File: src/rtl/adc_seq_pkg.sv
package adc_seq_pkg;
  typedef enum logic [1:0] {
    SQ_IDLE  = 2'd0,
    SQ_CFG_A = 2'd1,
    SQ_CFG_B = 2'd2,
    SQ_FETCH = 2'd3
  } seq_state_t;
endpackage

File: src/rtl/conv_guard_timer.sv
module conv_guard_timer #(
  parameter int CONV_CYC = 20
) (
  input  logic clk,
  input  logic rst,
  input  logic frame_end,
  input  logic start,
  output logic clear
);
  localparam int CW = $clog2(CONV_CYC + 1);

  logic [CW-1:0] cnt;

  always_ff @(posedge clk) begin
    if (rst) begin
      cnt <= '0;
    end else if (frame_end) begin
      cnt <= CW'(CONV_CYC);
    end else if (cnt != '0) begin
      cnt <= cnt - 1'b1;
    end
  end

  assign clear = (cnt == '0);

  // A frame may only be requested once the conversion window has run out
  assert_start_clear_R6: assert property (@(posedge clk) disable iff (rst)
    start |-> cnt == '0);
endmodule

File: src/rtl/spi_frame_engine.sv
module spi_frame_engine #(
  parameter int W   = 16,
  parameter int DIV = 2
) (
  input  logic         clk,
  input  logic         rst,
  input  logic         start,
  input  logic [W-1:0] tx_word,
  input  logic         miso,
  output logic         idle,
  output logic         done,
  output logic [W-1:0] rx_word,
  output logic         cs_n,
  output logic         sclk,
  output logic         mosi
);
  localparam int DCW = (DIV > 1) ? $clog2(DIV) : 1;
  localparam int BCW = $clog2(W + 1);

  logic           active;
  logic [DCW-1:0] div_cnt;
  logic [BCW-1:0] bit_cnt;
  logic [W-1:0]   tx_sr;
  logic [W-1:0]   rx_sr;

  always_ff @(posedge clk) begin
    if (rst) begin
      active  <= 1'b0;
      div_cnt <= '0;
      bit_cnt <= '0;
      tx_sr   <= '0;
      rx_sr   <= '0;
      rx_word <= '0;
      done    <= 1'b0;
      cs_n    <= 1'b1;
      sclk    <= 1'b0;
      mosi    <= 1'b0;
    end else begin
      done <= 1'b0;
      if (!active) begin
        if (start) begin
          active  <= 1'b1;
          cs_n    <= 1'b0;
          sclk    <= 1'b0;
          div_cnt <= '0;
          bit_cnt <= '0;
          mosi    <= tx_word[W-1];
          tx_sr   <= {tx_word[W-2:0], 1'b0};
        end
      end else if (div_cnt == DCW'(DIV - 1)) begin
        div_cnt <= '0;
        sclk    <= !sclk;
        if (!sclk) begin
          rx_sr <= {rx_sr[W-2:0], miso};
        end else if (bit_cnt == BCW'(W - 1)) begin
          active  <= 1'b0;
          cs_n    <= 1'b1;
          done    <= 1'b1;
          rx_word <= rx_sr;
          mosi    <= 1'b0;
        end else begin
          bit_cnt <= bit_cnt + 1'b1;
          mosi    <= tx_sr[W-1];
          tx_sr   <= {tx_sr[W-2:0], 1'b0};
        end
      end else begin
        div_cnt <= div_cnt + 1'b1;
      end
    end
  end

  assign idle = !active;

  assert_sclk_idle_R2: assert property (@(posedge clk) disable iff (rst)
    cs_n |-> !sclk);
  assert_mosi_hold_R2: assert property (@(posedge clk) disable iff (rst)
    $rose(sclk) |-> $stable(mosi));
endmodule

File: src/rtl/adc_chan_seq.sv
module adc_chan_seq
  import adc_seq_pkg::*;
#(
  parameter int NUM_CH   = 8,
  parameter int FRAME_W  = 16,
  parameter int RES_W    = 14,
  parameter int CH_OFS   = 7,
  parameter logic [FRAME_W-1:0] CFG_BASE = 16'hA3C5,
  parameter int SCLK_DIV = 2,
  parameter int CONV_CYC = 20,
  localparam int CH_W    = (NUM_CH > 1) ? $clog2(NUM_CH) : 1
) (
  input  logic             clk,
  input  logic             rst,
  input  logic             req_valid,
  input  logic [CH_W-1:0]  req_ch,
  output logic             busy,
  output logic             res_valid,
  output logic [RES_W-1:0] res_data,
  output logic             spi_cs_n,
  output logic             spi_sclk,
  output logic             spi_mosi,
  input  logic             spi_miso
);
  localparam logic [FRAME_W-1:0] CH_MASK =
    {{(FRAME_W-CH_W){1'b0}}, {CH_W{1'b1}}} << CH_OFS;
  localparam int HCW = $clog2(CONV_CYC + 2);

  seq_state_t         state;
  logic [CH_W-1:0]    ch_q, cur_ch;
  logic               cur_vld, two_cfg, inflight, start;
  logic               eng_idle, eng_done, guard_ok, launch_ok;
  logic [FRAME_W-1:0] rx_word, cfg_word, tx_word;

  assign cfg_word  = (CFG_BASE & ~CH_MASK) |
                     ({{(FRAME_W-CH_W){1'b0}}, ch_q} << CH_OFS);
  assign tx_word   = (state == SQ_FETCH) ? '0 : cfg_word;
  assign launch_ok = eng_idle && guard_ok && !inflight && !start &&
                     (state != SQ_IDLE);

  always_ff @(posedge clk) begin
    if (rst) begin
      state     <= SQ_IDLE;
      ch_q      <= '0;
      cur_ch    <= '0;
      cur_vld   <= 1'b0;
      two_cfg   <= 1'b0;
      inflight  <= 1'b0;
      start     <= 1'b0;
      busy      <= 1'b0;
      res_valid <= 1'b0;
      res_data  <= '0;
    end else begin
      start     <= 1'b0;
      res_valid <= 1'b0;
      if (launch_ok) begin
        start    <= 1'b1;
        inflight <= 1'b1;
      end
      unique case (state)
        SQ_IDLE: if (req_valid) begin
          ch_q    <= req_ch;
          two_cfg <= !(cur_vld && cur_ch == req_ch);
          busy    <= 1'b1;
          state   <= SQ_CFG_A;
        end
        SQ_CFG_A: if (eng_done) begin
          inflight <= 1'b0;
          cur_ch   <= ch_q;
          cur_vld  <= 1'b1;
          state    <= two_cfg ? SQ_CFG_B : SQ_FETCH;
        end
        SQ_CFG_B: if (eng_done) begin
          inflight <= 1'b0;
          state    <= SQ_FETCH;
        end
        SQ_FETCH: if (eng_done) begin
          inflight  <= 1'b0;
          res_data  <= rx_word[RES_W-1:0];
          res_valid <= 1'b1;
          busy      <= 1'b0;
          state     <= SQ_IDLE;
        end
        default: state <= SQ_IDLE;
      endcase
    end
  end

  spi_frame_engine #(.W(FRAME_W), .DIV(SCLK_DIV)) u_engine (
    .clk(clk), .rst(rst), .start(start), .tx_word(tx_word),
    .miso(spi_miso), .idle(eng_idle), .done(eng_done), .rx_word(rx_word),
    .cs_n(spi_cs_n), .sclk(spi_sclk), .mosi(spi_mosi)
  );

  conv_guard_timer #(.CONV_CYC(CONV_CYC)) u_guard (
    .clk(clk), .rst(rst), .frame_end(eng_done), .start(start),
    .clear(guard_ok)
  );

  // Checker counter: cycles chip-select has been high, saturating
  logic [HCW-1:0] hi_q;
  always_ff @(posedge clk) begin
    if (rst)                          hi_q <= HCW'(CONV_CYC);
    else if (!spi_cs_n)               hi_q <= '0;
    else if (hi_q < HCW'(CONV_CYC))   hi_q <= hi_q + 1'b1;
  end

  assert_cs_high_R6: assert property (@(posedge clk) disable iff (rst)
    $fell(spi_cs_n) |-> hi_q >= HCW'(CONV_CYC));
  assert_ignore_req_R7: assert property (@(posedge clk) disable iff (rst)
    busy |=> $stable(ch_q));
  assert_valid_pulse_R8: assert property (@(posedge clk) disable iff (rst)
    res_valid |=> !res_valid);
  assert_busy_release_R8: assert property (@(posedge clk) disable iff (rst)
    res_valid |-> !busy);
  assert_cs_busy_R8: assert property (@(posedge clk) disable iff (rst)
    !spi_cs_n |-> busy);
endmodule

File: config.mk
export PLATFORM = sky130hd
export DESIGN_NAME = adc_chan_seq
export DESIGN_NICKNAME = d
export VERILOG_FILES = /design/src/rtl/adc_seq_pkg.sv /design/src/rtl/conv_guard_timer.sv /design/src/rtl/spi_frame_engine.sv /design/src/rtl/adc_chan_seq.sv
export SDC_FILE = /design/constraint.sdc
export NUM_CORES = 1
export LEC_CHECK = 0
export CAP_MARGIN = 25
export CELL_PAD_IN_SITES_DETAIL_PLACEMENT = 0
export CELL_PAD_IN_SITES_GLOBAL_PLACEMENT = 1
export CORE_MARGIN = 2
export CORE_UTILIZATION = 30
export DETAILED_ROUTE_END_ITERATION = 10
export DONT_BUFFER_PORTS = 1
export GPL_ROUTABILITY_DRIVEN = 0
export PLACE_DENSITY = 0.57
export SYNTH_ARGS = -nofsm -noshare
export SYNTH_HDL_FRONTEND = slang
export SYNTH_HIERARCHICAL = 1
export SYNTH_SLANG_ARGS = --single-unit
export TNS_END_PERCENT = 100
File: constraint.sdc
create_clock -name clk -period 2.87 [get_ports clk]
set_clock_uncertainty 0.2 [all_clocks]
set_input_delay 0.1435 -clock clk [delete_from_list [all_inputs] [get_ports clk]]
set_output_delay 0.1435 -clock clk [all_outputs]
set_load 0.01 [all_outputs]
==> impl_metrics.xml, run 1 <==
<?xml version="1.0" encoding="UTF-8"?>
<metrics>
  <group name="status">
    <metric name="run_status" unit="">completed</metric>
  </group>
  <group name="clock_tree">
    <metric name="cts-buffers-inserted" unit="">9</metric>
    <metric name="htreeDepth" unit="">3</metric>
    <metric name="cts.clk_slew.worst_paths" unit="ns">0.06</metric>
    <metric name="clock_tree.buffer_depth" unit="">2</metric>
    <metric name="worst_skew_late_latency" unit="ns">0.33</metric>
    <metric name="ctsRootBufferMaster" unit="">sky130_fd_sc_hd__clkbuf_16</metric>
    <metric name="post_cts_resized" unit="">0</metric>
    <metric name="clock_sink_count" unit="">87</metric>
    <metric name="cts_tree" unit="">done</metric>
  </group>
  <group name="global_route">
    <metric name="maximum_number_of_pins_on_one_net_before_global_route_repair" unit="">88</metric>
    <metric name="grt_first_pass_wirelength" unit="µm">13300</metric>
    <metric name="grt.total_usage" unit="%">12.9</metric>
    <metric name="global_route.overflow_total" unit="">0</metric>
    <metric name="grt_pass1_vias" unit="">2643</metric>
    <metric name="antenna_violations_before_repair" unit="">0</metric>
  </group>
  <group name="floorplan">
    <metric name="die_w" unit="µm">114</metric>
    <metric name="placement_rows" unit="">40</metric>
    <metric name="dieArea" unit="µm²">13000</metric>
    <metric name="die_height" unit="µm">114</metric>
    <metric name="initial_utilization" unit="%">30.4</metric>
    <metric name="io_pins" unit="">26</metric>
    <metric name="fp.coreArea" unit="µm²">11900</metric>
  </group>
  <group name="final_layout">
    <metric name="fill_cell_total_of_the_finished_layout" unit="">1264</metric>
    <metric name="layout-area-overhead-vs-synth" unit="%">14.7</metric>
    <metric name="proportion_of_layout_cells_with_a_drive_suffix_above_1" unit="%">7.55</metric>
    <metric name="final_core_util" unit="%">34.8</metric>
    <metric name="antennaDiodeCount" unit="">0</metric>
    <metric name="layoutNonFillerInstCount" unit="">571</metric>
    <metric name="final_net_count" unit="">434</metric>
  </group>
  <group name="detailed_routing">
    <metric name="wl_per_cell" unit="µm">13.9</metric>
    <metric name="drt-total-wl" unit="µm">7940</metric>
    <metric name="routed-via-count" unit="">2790</metric>
    <metric name="drt_iter0_drcs" unit="">219</metric>
    <metric name="first_pass_iters" unit="">4</metric>
    <metric name="route.antenna.remaining_nets" unit="">0</metric>
    <metric name="via_per_inst" unit="">4.89</metric>
    <metric name="route.detailed.drc" unit="">0</metric>
  </group>
  <group name="timing">
    <metric name="achievable-frequency" unit="GHz">0.437</metric>
    <metric name="part_of_the_cycle_the_worst_path_needs" unit="%">79.8</metric>
    <metric name="timing_max_transition_violations_final" unit="">0</metric>
    <metric name="finalSetupTns" unit="ns">0</metric>
    <metric name="setup_violation_total_in_the_final_timing_report" unit="">0</metric>
    <metric name="hold_viol" unit="">0</metric>
    <metric name="max_slew.worst_pin.slew" unit="ns">0.837</metric>
    <metric name="final.setup.worst_slack" unit="ns">0.581</metric>
    <metric name="rsz0062_at_grt" unit="">no</metric>
    <metric name="slew_headroom" unit="%">44.1</metric>
    <metric name="fin_crit" unit="ns">2.29</metric>
  </group>
  <group name="setup_path">
    <metric name="worstPathCellList" unit="">ha_1 &gt; and3_1 &gt; ha_1 &gt; and4b_1 &gt; nor3_1 &gt; a211oi_1</metric>
    <metric name="setup.worst_path.end_class" unit="">flip-flop</metric>
    <metric name="critPathLaunch" unit="">u_engine/bit_cnt[0]</metric>
    <metric name="r2r_cells" unit="">6</metric>
    <metric name="reg2reg_to" unit="">u_engine/tx_sr[5]</metric>
    <metric name="max_stage_delay" unit="ns">0.66</metric>
    <metric name="crit-reg2reg-launch" unit="">u_engine/bit_cnt[0]</metric>
    <metric name="critical_path_peak_fanout" unit="">16</metric>
    <metric name="cp.depth" unit="">6</metric>
    <metric name="critical_path_class" unit="">reg2reg</metric>
    <metric name="critical_path.n_buffers_inverters" unit="">0</metric>
    <metric name="worst_setup_path_endpoint" unit="">u_engine/tx_sr[5]</metric>
    <metric name="required_time_worst_endpoint" unit="ns">2.92</metric>
    <metric name="crit_top_cell" unit="">sky130_fd_sc_hd__ha_1</metric>
    <metric name="cp_slowest_cell" unit="">sky130_fd_sc_hd__and4b_1</metric>
    <metric name="reg2reg_setup_slack" unit="ns">0.58</metric>
    <metric name="setup.worst_path.start_class" unit="">flip-flop</metric>
    <metric name="timing.critical_path.max_delay_family" unit="">simple AND/OR/NAND/NOR gates</metric>
    <metric name="worst-endpoint-arrival" unit="ns">2.34</metric>
  </group>
  <group name="power">
    <metric name="p_seq_share" unit="%">41.1</metric>
    <metric name="power_per_cell_area" unit="nW/µm²">849</metric>
    <metric name="power.share.clock" unit="%">39.3</metric>
    <metric name="net-switching-power" unit="mW">0.968</metric>
    <metric name="internal-power" unit="mW">2.56</metric>
    <metric name="vdd_drop_max" unit="V">0.000266</metric>
    <metric name="pwr-share-comb" unit="%">19.6</metric>
    <metric name="power.leakage" unit="nW">1.44</metric>
    <metric name="switching_share" unit="%">27.5</metric>
  </group>
  <group name="placed_design">
    <metric name="inst_count_dp" unit="">548</metric>
    <metric name="post-place-ws" unit="ns">0.593</metric>
    <metric name="place.port_buffers" unit="">0</metric>
    <metric name="dp_hpwl" unit="µm">5000</metric>
  </group>
  <group name="min_path">
    <metric name="min_path_type" unit="">reg2reg</metric>
    <metric name="hold-path-cell-count" unit="">1</metric>
  </group>
  <group name="synthesis">
    <metric name="yosysWarningCount" unit="">6</metric>
    <metric name="postSynthCellCount" unit="">419</metric>
    <metric name="synth.cell_area" unit="µm²">3620</metric>
    <metric name="syn-mean-instance-area" unit="µm²">8.63</metric>
  </group>
  <group name="flow_run">
    <metric name="maxCapViolations" unit="">0</metric>
  </group>
</metrics>
[worst min path at each step]
stage	from	endpoint	slack (ns)
finish	inflight	start	0.24
global route	u_engine/rx_word[10]	u_engine/rx_word[10]	0.27
CTS	inflight	start	0.24
detailed placement	rst	state[0]	0.02
global placement	rst	state[0]	0.02
floorplan	rst	u_guard/cnt[2]	0.01
[what timing repair did]
action                    in CTS  in global routing
setup buffers                  0                  0
hold buffers                   7                  0
hold endpoints to repair      87                  0
[power by group through the flow]
stage,Combinational [mW],Sequential [mW],Clock [mW]
2_1_floorplan,0.586,1.43,0
3_3_place_gp,0.651,1.47,0
3_5_place_dp,0.661,1.47,0
4_1_cts,0.699,1.45,1.42
5_1_grt,0.786,1.47,1.46
6_report,0.692,1.45,1.38
[flip-flops by register name, indices dropped and copies added (netlist names), 2 cells and up]
signal and flops:
ch_q 3, cur_ch 3, res_data 14, state 2, u_engine/bit_cnt 5, u_engine/rx_sr 14, u_engine/rx_word 14, u_engine/tx_sr 15
u_guard/cnt 5
[cell type report]
type,count,area (µm²),area share (%)
flip-flops and latches,87,1740,42.0
multi-input cells,297,1700,41.0
clock buffers,11,253,6.09
well taps,147,184,4.43
repair buffers,11,118,2.84
clock inverters,5,104,2.50
inverters,13,48.8,1.18
[metal layers]
layer  part of all wire (%)  track usage [%]
met5                      0                0
met4                    1.6             6.59
met2                     42             18.5
met1                     53             18.4
met3                    3.0             2.39
[worst reg2reg max path, stage by stage (launching register included)]
cell and delay [ns]:
sky130_fd_sc_hd__dfxtp_1 0.34, sky130_fd_sc_hd__ha_1 0.22, sky130_fd_sc_hd__and3_1 0.20, sky130_fd_sc_hd__ha_1 0.22, sky130_fd_sc_hd__and4b_1 0.66, sky130_fd_sc_hd__nor3_1 0.12, sky130_fd_sc_hd__a211oi_1 0.25
[through the flow]
step	cell area (µm²)	power (mW)	hold slack (ns)
after global routing	4150	3.72	0.268
after detailed placement	3700	2.13	0.0209
after global placement	3700	2.12	0.0200
after floorplan	3640	2.02	0.0126
final	4150	3.52	0.236
after CTS	4150	3.56	0.241
[cells in the final DEF, fill, tap and decap left out, types with 2 or more instances in the layout]
cell type and count:
sky130_fd_sc_hd__or3_1 3, sky130_fd_sc_hd__o21ai_0 3, sky130_fd_sc_hd__nand3_1 12, sky130_fd_sc_hd__dlygate4sd3_1 6
sky130_fd_sc_hd__conb_1 8, sky130_fd_sc_hd__a211oi_1 18, sky130_fd_sc_hd__nor3_1 16, sky130_fd_sc_hd__xnor2_1 5
sky130_fd_sc_hd__nand2_1 100, sky130_fd_sc_hd__clkbuf_8 2, sky130_fd_sc_hd__and3_1 2, sky130_fd_sc_hd__nor3_2 2
sky130_fd_sc_hd__nor2b_1 5, sky130_fd_sc_hd__nand4_1 3, sky130_fd_sc_hd__a21oi_1 60, sky130_fd_sc_hd__bufinv_16 3
sky130_fd_sc_hd__nor2_1 7, sky130_fd_sc_hd__mux2i_1 14, sky130_fd_sc_hd__inv_1 13, sky130_fd_sc_hd__ha_1 8
sky130_fd_sc_hd__buf_4 4, sky130_fd_sc_hd__nand2b_1 5, sky130_fd_sc_hd__dfxtp_1 87, sky130_fd_sc_hd__o221ai_1 2
sky130_fd_sc_hd__clkbuf_16 9
(Power assumes the default switching activity.)
==> run 2, diff against run 1 <==
- PLACE_DENSITY: 0.57 -> 0.59
- clock period: 2.87 -> 2.1 ns (I/O delays scaled with it)
==> run 2 against run 1 <==
Global-route usage is 0.34 points lower. Count of clock-buffer cells in the layout is 1 higher. Wire length is 0.76% lower. Worst setup slack worse by 0.45 ns. First-iteration DRC count is 7.8% higher. Sequential power is 35% higher.
==> impl_metrics.xml, run 2 (synthesis results as in run 1) <==
<?xml version="1.0" encoding="UTF-8"?>
<metrics>
  <group name="status">
    <metric name="run_status" unit="">completed</metric>
  </group>
  <group name="detailed_routing">
    <metric name="route.antenna.remaining_nets" unit="">0</metric>
    <metric name="first_pass_iters" unit="">4</metric>
    <metric name="drt_iter0_drcs" unit="">236</metric>
    <metric name="drt-total-wl" unit="µm">7880</metric>
    <metric name="wl_per_cell" unit="µm">13.7</metric>
    <metric name="routed-via-count" unit="">2753</metric>
    <metric name="via_per_inst" unit="">4.77</metric>
    <metric name="route.detailed.drc" unit="">0</metric>
  </group>
  <group name="floorplan">
    <metric name="placement_rows" unit="">40</metric>
    <metric name="initial_utilization" unit="%">30.4</metric>
    <metric name="die_height" unit="µm">114</metric>
    <metric name="fp.coreArea" unit="µm²">11900</metric>
    <metric name="dieArea" unit="µm²">13000</metric>
    <metric name="io_pins" unit="">26</metric>
    <metric name="die_w" unit="µm">114</metric>
  </group>
  <group name="final_layout">
    <metric name="layout-area-overhead-vs-synth" unit="%">15.3</metric>
    <metric name="antennaDiodeCount" unit="">0</metric>
    <metric name="registers.top_by_ff_count" unit="">u_engine/tx_sr</metric>
    <metric name="final_net_count" unit="">441</metric>
    <metric name="final_cell_mix" unit="">100 x sky130_fd_sc_hd__nand2_1, 86 x sky130_fd_sc_hd__dfxtp_1, 60 x sky130_fd_sc_hd__a21oi_1, 16 x sky130_fd_sc_hd__a211oi_1, 16 x sky130_fd_sc_hd__nor3_1</metric>
    <metric name="post-route-cell-area" unit="µm²">4170</metric>
    <metric name="proportion_of_layout_cells_with_a_drive_suffix_above_1" unit="%">9.77</metric>
    <metric name="number_of_flip_flops_under_the_largest_register_name" unit="">15</metric>
    <metric name="final_common_cell" unit="">sky130_fd_sc_hd__nand2_1</metric>
  </group>
  <group name="placed_design">
    <metric name="place.port_buffers" unit="">0</metric>
    <metric name="dp_hpwl" unit="µm">5010</metric>
    <metric name="postPlaceCellArea" unit="µm²">3770</metric>
  </group>
  <group name="clock_tree">
    <metric name="cts_tree" unit="">done</metric>
    <metric name="cts.clk_slew.worst_paths" unit="ns">0.06</metric>
    <metric name="worst_skew_late_latency" unit="ns">0.34</metric>
    <metric name="ctsRootBufferMaster" unit="">sky130_fd_sc_hd__clkbuf_16</metric>
    <metric name="clock_tree.buffer_depth" unit="">2</metric>
    <metric name="cts-buffers-inserted" unit="">9</metric>
    <metric name="clock_sink_count" unit="">87</metric>
    <metric name="htreeDepth" unit="">3</metric>
    <metric name="post_cts.repair.setup_buffers" unit="">0</metric>
  </group>
  <group name="setup_path">
    <metric name="worst-endpoint-arrival" unit="ns">2.02</metric>
    <metric name="required_time_worst_endpoint" unit="ns">2.15</metric>
    <metric name="critical_path_class" unit="">reg2reg</metric>
    <metric name="setup.worst_path.end_class" unit="">flip-flop</metric>
    <metric name="reg2reg_setup_slack" unit="ns">0.13</metric>
    <metric name="critical_path_peak_fanout" unit="">13</metric>
    <metric name="setup.worst_path.start_class" unit="">flip-flop</metric>
  </group>
  <group name="timing">
    <metric name="max_slew.worst_pin.slew" unit="ns">0.991</metric>
    <metric name="hold_viol" unit="">0</metric>
    <metric name="fin_crit" unit="ns">1.97</metric>
    <metric name="rsz0062_at_grt" unit="">no</metric>
    <metric name="slew_headroom" unit="%">33.8</metric>
    <metric name="timing_max_transition_violations_final" unit="">0</metric>
    <metric name="setup_violation_total_in_the_final_timing_report" unit="">0</metric>
    <metric name="finalSetupTns" unit="ns">0</metric>
    <metric name="part_of_the_cycle_the_worst_path_needs" unit="%">94.0</metric>
    <metric name="achievable-frequency" unit="GHz">0.507</metric>
  </group>
  <group name="global_route">
    <metric name="maximum_number_of_pins_on_one_net_before_global_route_repair" unit="">88</metric>
    <metric name="antenna_violations_before_repair" unit="">0</metric>
    <metric name="grt_pass1_vias" unit="">2543</metric>
    <metric name="grt_first_pass_wirelength" unit="µm">12900</metric>
    <metric name="grt.total_usage" unit="%">12.5</metric>
    <metric name="global_route.overflow_total" unit="">0</metric>
  </group>
  <group name="power">
    <metric name="power_per_cell_area" unit="nW/µm²">1090</metric>
    <metric name="power.leakage" unit="nW">1.45</metric>
    <metric name="vdd_drop_max" unit="V">0.000366</metric>
  </group>
  <group name="min_path">
    <metric name="min_path_type" unit="">reg2reg</metric>
  </group>
  <group name="flow_run">
    <metric name="maxCapViolations" unit="">0</metric>
  </group>
</metrics>
==> run 2: cell types whose count changed in the layout (fill, tap and decap cells not counted), sizes merged <==
cell      before  now
buf            5   12
bufinv         3    1
clkbuf        11   12
clkinv         2    1
clkinvlp       0    1
==> run 2: worst paths after layout <==
path	from	cells after the start	to
worst min-delay path	inflight	1	start
worst max-delay path	start	4	u_engine/tx_sr[4]
worst max register to register	start	4	u_engine/tx_sr[4]
worst min register to register	inflight	1	start
==> run 2: power by group <==
group / internal (mW) / total (mW) / switching [mW]
combinational: 0.460 / 1.00 / 0.539
sequential: 1.83 / 1.96 / 0.136
clock: 0.978 / 1.59 / 0.615
==> run 2: per-layer routing <==
layer	wire length, µm	track usage, %	vias up
met5	0	0	-
met1	4080	18.2	1270
met3	268	2.55	10
li1	-	-	1446
met4	125	6.34	0
met2	3410	17.5	27
==> run 2: cell type report <==
cell class | instances | area (µm²)
Clock inverter | 3 | 42.5
Multi-Input combinational cell | 297 | 1710
Timing Repair Buffer | 18 | 183
Fill cell | 1238 | 7740
Sequential cell | 87 | 1740
Inverter | 13 | 48.8
Tap cell | 147 | 184
Clock buffer | 12 | 256
==> run 2: worst max-delay path: stages, from the launching register on <==
cell and delay [ns]:
sky130_fd_sc_hd__dfxtp_1 0.35, sky130_fd_sc_hd__nor2b_1 0.79, sky130_fd_sc_hd__buf_4 0.30, sky130_fd_sc_hd__nor3_1 0.06
sky130_fd_sc_hd__a211oi_1 0.19
==> run 2: per-stage QoR <==
step	instances	power, mW	hold WS, ns	util, %	setup slack [ns]
detailed placement	555	2.95	-0.0206	31.6	0.0513
floorplan	426	2.76	-0.0259	-	0.0924
global placement	555	2.93	-0.0211	31.6	0.105
CTS	577	4.62	0.220	34.9	0.0187
finish	577	4.56	0.218	35.0	0.126
global route	577	4.83	0.253	35.0	0.00830
==> run 2: repair_timing <==
item / CTS / global route
hold buffers: 7 / 0
endpoints found under the hold margin: 87 / 0
gates resized for setup: 0 / 5
setup endpoints to repair: 0 / 23
==> run 3, diff against run 2 <==
- ABC_AREA: default -> 1
- PLACE_DENSITY: 0.59 -> 0.61
==> run 3 against run 2 <==
Cell count grew 19%. Register-to-register slack gained 0.03 ns. Sequential share of layout area shrank 0.50 points. Maximum frequency grew 1.6%. Critical path type unchanged.
==> impl_metrics.xml, run 3 <==
<?xml version="1.0" encoding="UTF-8"?>
<metrics>
  <group name="setup_path">
    <metric name="timing.critical_path.max_delay_family" unit="">adder cells</metric>
    <metric name="cp_slowest_cell" unit="">sky130_fd_sc_hd__dfxtp_1</metric>
    <metric name="critical_path_peak_fanout" unit="">6</metric>
    <metric name="max_stage_delay" unit="ns">0.33</metric>
    <metric name="critical_path.n_buffers_inverters" unit="">1</metric>
    <metric name="setup.worst_path.start_class" unit="">flip-flop</metric>
    <metric name="required_time_worst_endpoint" unit="ns">2.14</metric>
    <metric name="worstPathCellList" unit="">ha_1 &gt; nand2_1 &gt; nor2_1 &gt; ha_1 &gt; o21ai_1 &gt; nand2_2 &gt; buf_4 &gt; o21ai_0 &gt; nor2_1</metric>
    <metric name="setup.worst_path.end_class" unit="">flip-flop</metric>
    <metric name="critical_path_class" unit="">reg2reg</metric>
    <metric name="cp.depth" unit="">9</metric>
    <metric name="reg2reg_setup_slack" unit="ns">0.16</metric>
    <metric name="worst-endpoint-arrival" unit="ns">1.98</metric>
    <metric name="r2r_cells" unit="">9</metric>
  </group>
  <group name="global_route">
    <metric name="grt.total_usage" unit="%">13.7</metric>
    <metric name="grt_first_pass_wirelength" unit="µm">13900</metric>
    <metric name="global_route.overflow_total" unit="">0</metric>
    <metric name="maximum_number_of_pins_on_one_net_before_global_route_repair" unit="">26</metric>
    <metric name="antenna_violations_before_repair" unit="">0</metric>
    <metric name="grt_pass1_vias" unit="">2799</metric>
  </group>
  <group name="power">
    <metric name="power_per_cell_area" unit="nW/µm²">1160</metric>
    <metric name="finalPower" unit="mW">4.91</metric>
    <metric name="vdd_drop_max" unit="V">0.000377</metric>
    <metric name="power.leakage" unit="nW">1.82</metric>
  </group>
  <group name="final_layout">
    <metric name="antennaDiodeCount" unit="">0</metric>
    <metric name="number_of_flip_flops_under_the_largest_register_name" unit="">15</metric>
    <metric name="post-route-cell-area" unit="µm²">4220</metric>
    <metric name="final_cell_mix" unit="">141 x sky130_fd_sc_hd__nor2_1, 96 x sky130_fd_sc_hd__nand2_1, 87 x sky130_fd_sc_hd__dfxtp_1, 69 x sky130_fd_sc_hd__o21ai_0, 33 x sky130_fd_sc_hd__inv_1</metric>
    <metric name="final_net_count" unit="">548</metric>
    <metric name="register_area" unit="µm²">1740</metric>
    <metric name="layout-area-overhead-vs-synth" unit="%">15.9</metric>
    <metric name="final_core_util" unit="%">35.4</metric>
    <metric name="fill_cell_total_of_the_finished_layout" unit="">1317</metric>
    <metric name="final_common_cell" unit="">sky130_fd_sc_hd__nor2_1</metric>
    <metric name="multiInputGateArea" unit="µm²">1670</metric>
    <metric name="registers.top_by_ff_count" unit="">u_engine/tx_sr</metric>
    <metric name="proportion_of_layout_cells_with_a_drive_suffix_above_1" unit="%">8.92</metric>
  </group>
  <group name="clock_tree">
    <metric name="clock_tree.buffer_depth" unit="">2</metric>
    <metric name="cts-buffers-inserted" unit="">9</metric>
    <metric name="cts_tree" unit="">done</metric>
    <metric name="clock_sink_count" unit="">87</metric>
    <metric name="htreeDepth" unit="">3</metric>
    <metric name="worst_skew_late_latency" unit="ns">0.35</metric>
    <metric name="ctsRootBufferMaster" unit="">sky130_fd_sc_hd__clkbuf_16</metric>
    <metric name="cts.clk_slew.worst_paths" unit="ns">0.07</metric>
  </group>
  <group name="timing">
    <metric name="max_slew.worst_pin.slew" unit="ns">0.766</metric>
    <metric name="finalSetupTns" unit="ns">0</metric>
    <metric name="part_of_the_cycle_the_worst_path_needs" unit="%">92.5</metric>
    <metric name="timing_max_transition_violations_final" unit="">0</metric>
    <metric name="achievable-frequency" unit="GHz">0.515</metric>
    <metric name="fin_crit" unit="ns">1.94</metric>
    <metric name="slew_headroom" unit="%">48.8</metric>
    <metric name="rsz0062_at_grt" unit="">no</metric>
    <metric name="hold_viol" unit="">0</metric>
    <metric name="setup_violation_total_in_the_final_timing_report" unit="">0</metric>
  </group>
  <group name="flow_run">
    <metric name="maxCapViolations" unit="">0</metric>
  </group>
  <group name="synthesis">
    <metric name="syn-mean-instance-area" unit="µm²">7.09</metric>
    <metric name="synth.cell_area" unit="µm²">3640</metric>
    <metric name="postSynthCellCount" unit="">513</metric>
    <metric name="yosysWarningCount" unit="">6</metric>
  </group>
  <group name="floorplan">
    <metric name="fp.coreArea" unit="µm²">11900</metric>
    <metric name="placement_rows" unit="">40</metric>
    <metric name="die_w" unit="µm">114</metric>
    <metric name="dieArea" unit="µm²">13000</metric>
    <metric name="die_height" unit="µm">114</metric>
    <metric name="initial_utilization" unit="%">30.5</metric>
    <metric name="io_pins" unit="">26</metric>
  </group>
  <group name="detailed_routing">
    <metric name="drt-total-wl" unit="µm">8320</metric>
    <metric name="route.detailed.drc" unit="">0</metric>
    <metric name="wl_per_cell" unit="µm">12.2</metric>
    <metric name="first_pass_iters" unit="">4</metric>
    <metric name="route.antenna.remaining_nets" unit="">0</metric>
    <metric name="via_per_inst" unit="">4.51</metric>
    <metric name="routed-via-count" unit="">3090</metric>
    <metric name="drt_iter0_drcs" unit="">206</metric>
  </group>
  <group name="min_path">
    <metric name="hold-path-cell-count" unit="">3</metric>
    <metric name="min_path_type" unit="">in2reg</metric>
  </group>
  <group name="placed_design">
    <metric name="dp_hpwl" unit="µm">5570</metric>
    <metric name="place.port_buffers" unit="">0</metric>
    <metric name="postPlaceCellArea" unit="µm²">3840</metric>
  </group>
  <group name="status">
    <metric name="run_status" unit="">completed</metric>
  </group>
</metrics>
[run 3: power breakdown]
group          total [mW]  internal, mW  leakage [nW]  switching [mW]
clock                1.51         0.812         0.137           0.698
sequential           2.13          1.94         0.706           0.194
combinational        1.27         0.503         0.978           0.765
[run 3: final timing paths]
kind,startpoint,end
min,rst,res_data[8]
max reg2reg,u_engine/bit_cnt[0],u_engine/tx_sr[4]
max,u_engine/bit_cnt[0],u_engine/tx_sr[4]
min reg2reg,cur_vld,cur_vld
[run 3: through the flow]
stage / std cells / worst slack (ns) / hold slack, ns
finish: 685 / 0.158 / 0.0485
global route: 685 / 0.00140 / 0.0875
CTS: 681 / 0.00829 / 0.0516
detailed placement: 658 / 0.0239 / -0.0211
global placement: 658 / 0.0914 / -0.0231
floorplan: 520 / 0.159 / -0.0259
[run 3: area by class of cell]
class                   count  area share [%]
well taps                 147            4.36
flip-flops and latches     87            41.3
clock inverters             7            1.25
inverters                  38            3.47
multi-input cells         375            39.7
repair buffers             22            4.63
clock buffers               9            5.34
[run 3: worst reg2reg max path, cell delays in order (launching register included)]
cell	delay, ns
sky130_fd_sc_hd__dfxtp_1	0.33
sky130_fd_sc_hd__ha_1	0.21
sky130_fd_sc_hd__nand2_1	0.08
sky130_fd_sc_hd__nor2_1	0.06
sky130_fd_sc_hd__ha_1	0.23
sky130_fd_sc_hd__o21ai_1	0.22
sky130_fd_sc_hd__nand2_2	0.12
sky130_fd_sc_hd__buf_4	0.18
sky130_fd_sc_hd__o21ai_0	0.15
sky130_fd_sc_hd__nor2_1	0.05
[run 3: timing repair]
item	in CTS	in global routing
setup buffers	0	4
hold buffers	7	0
gates resized for setup	0	3
endpoints found under the setup margin	0	22
hold endpoints to repair	24	0
[run 3: metal layers]
metal  up-vias  share of wire (%)  routed length [µm]  global-route usage, %
met5         -                  0                   0                      0
met4         0                2.4                 198                   7.56
met3        14                3.1                 259                   3.18
met2        44                 43                3550                   20.0
met1      1378                 52                4320                   18.7
li1       1654                  -                   -                      -
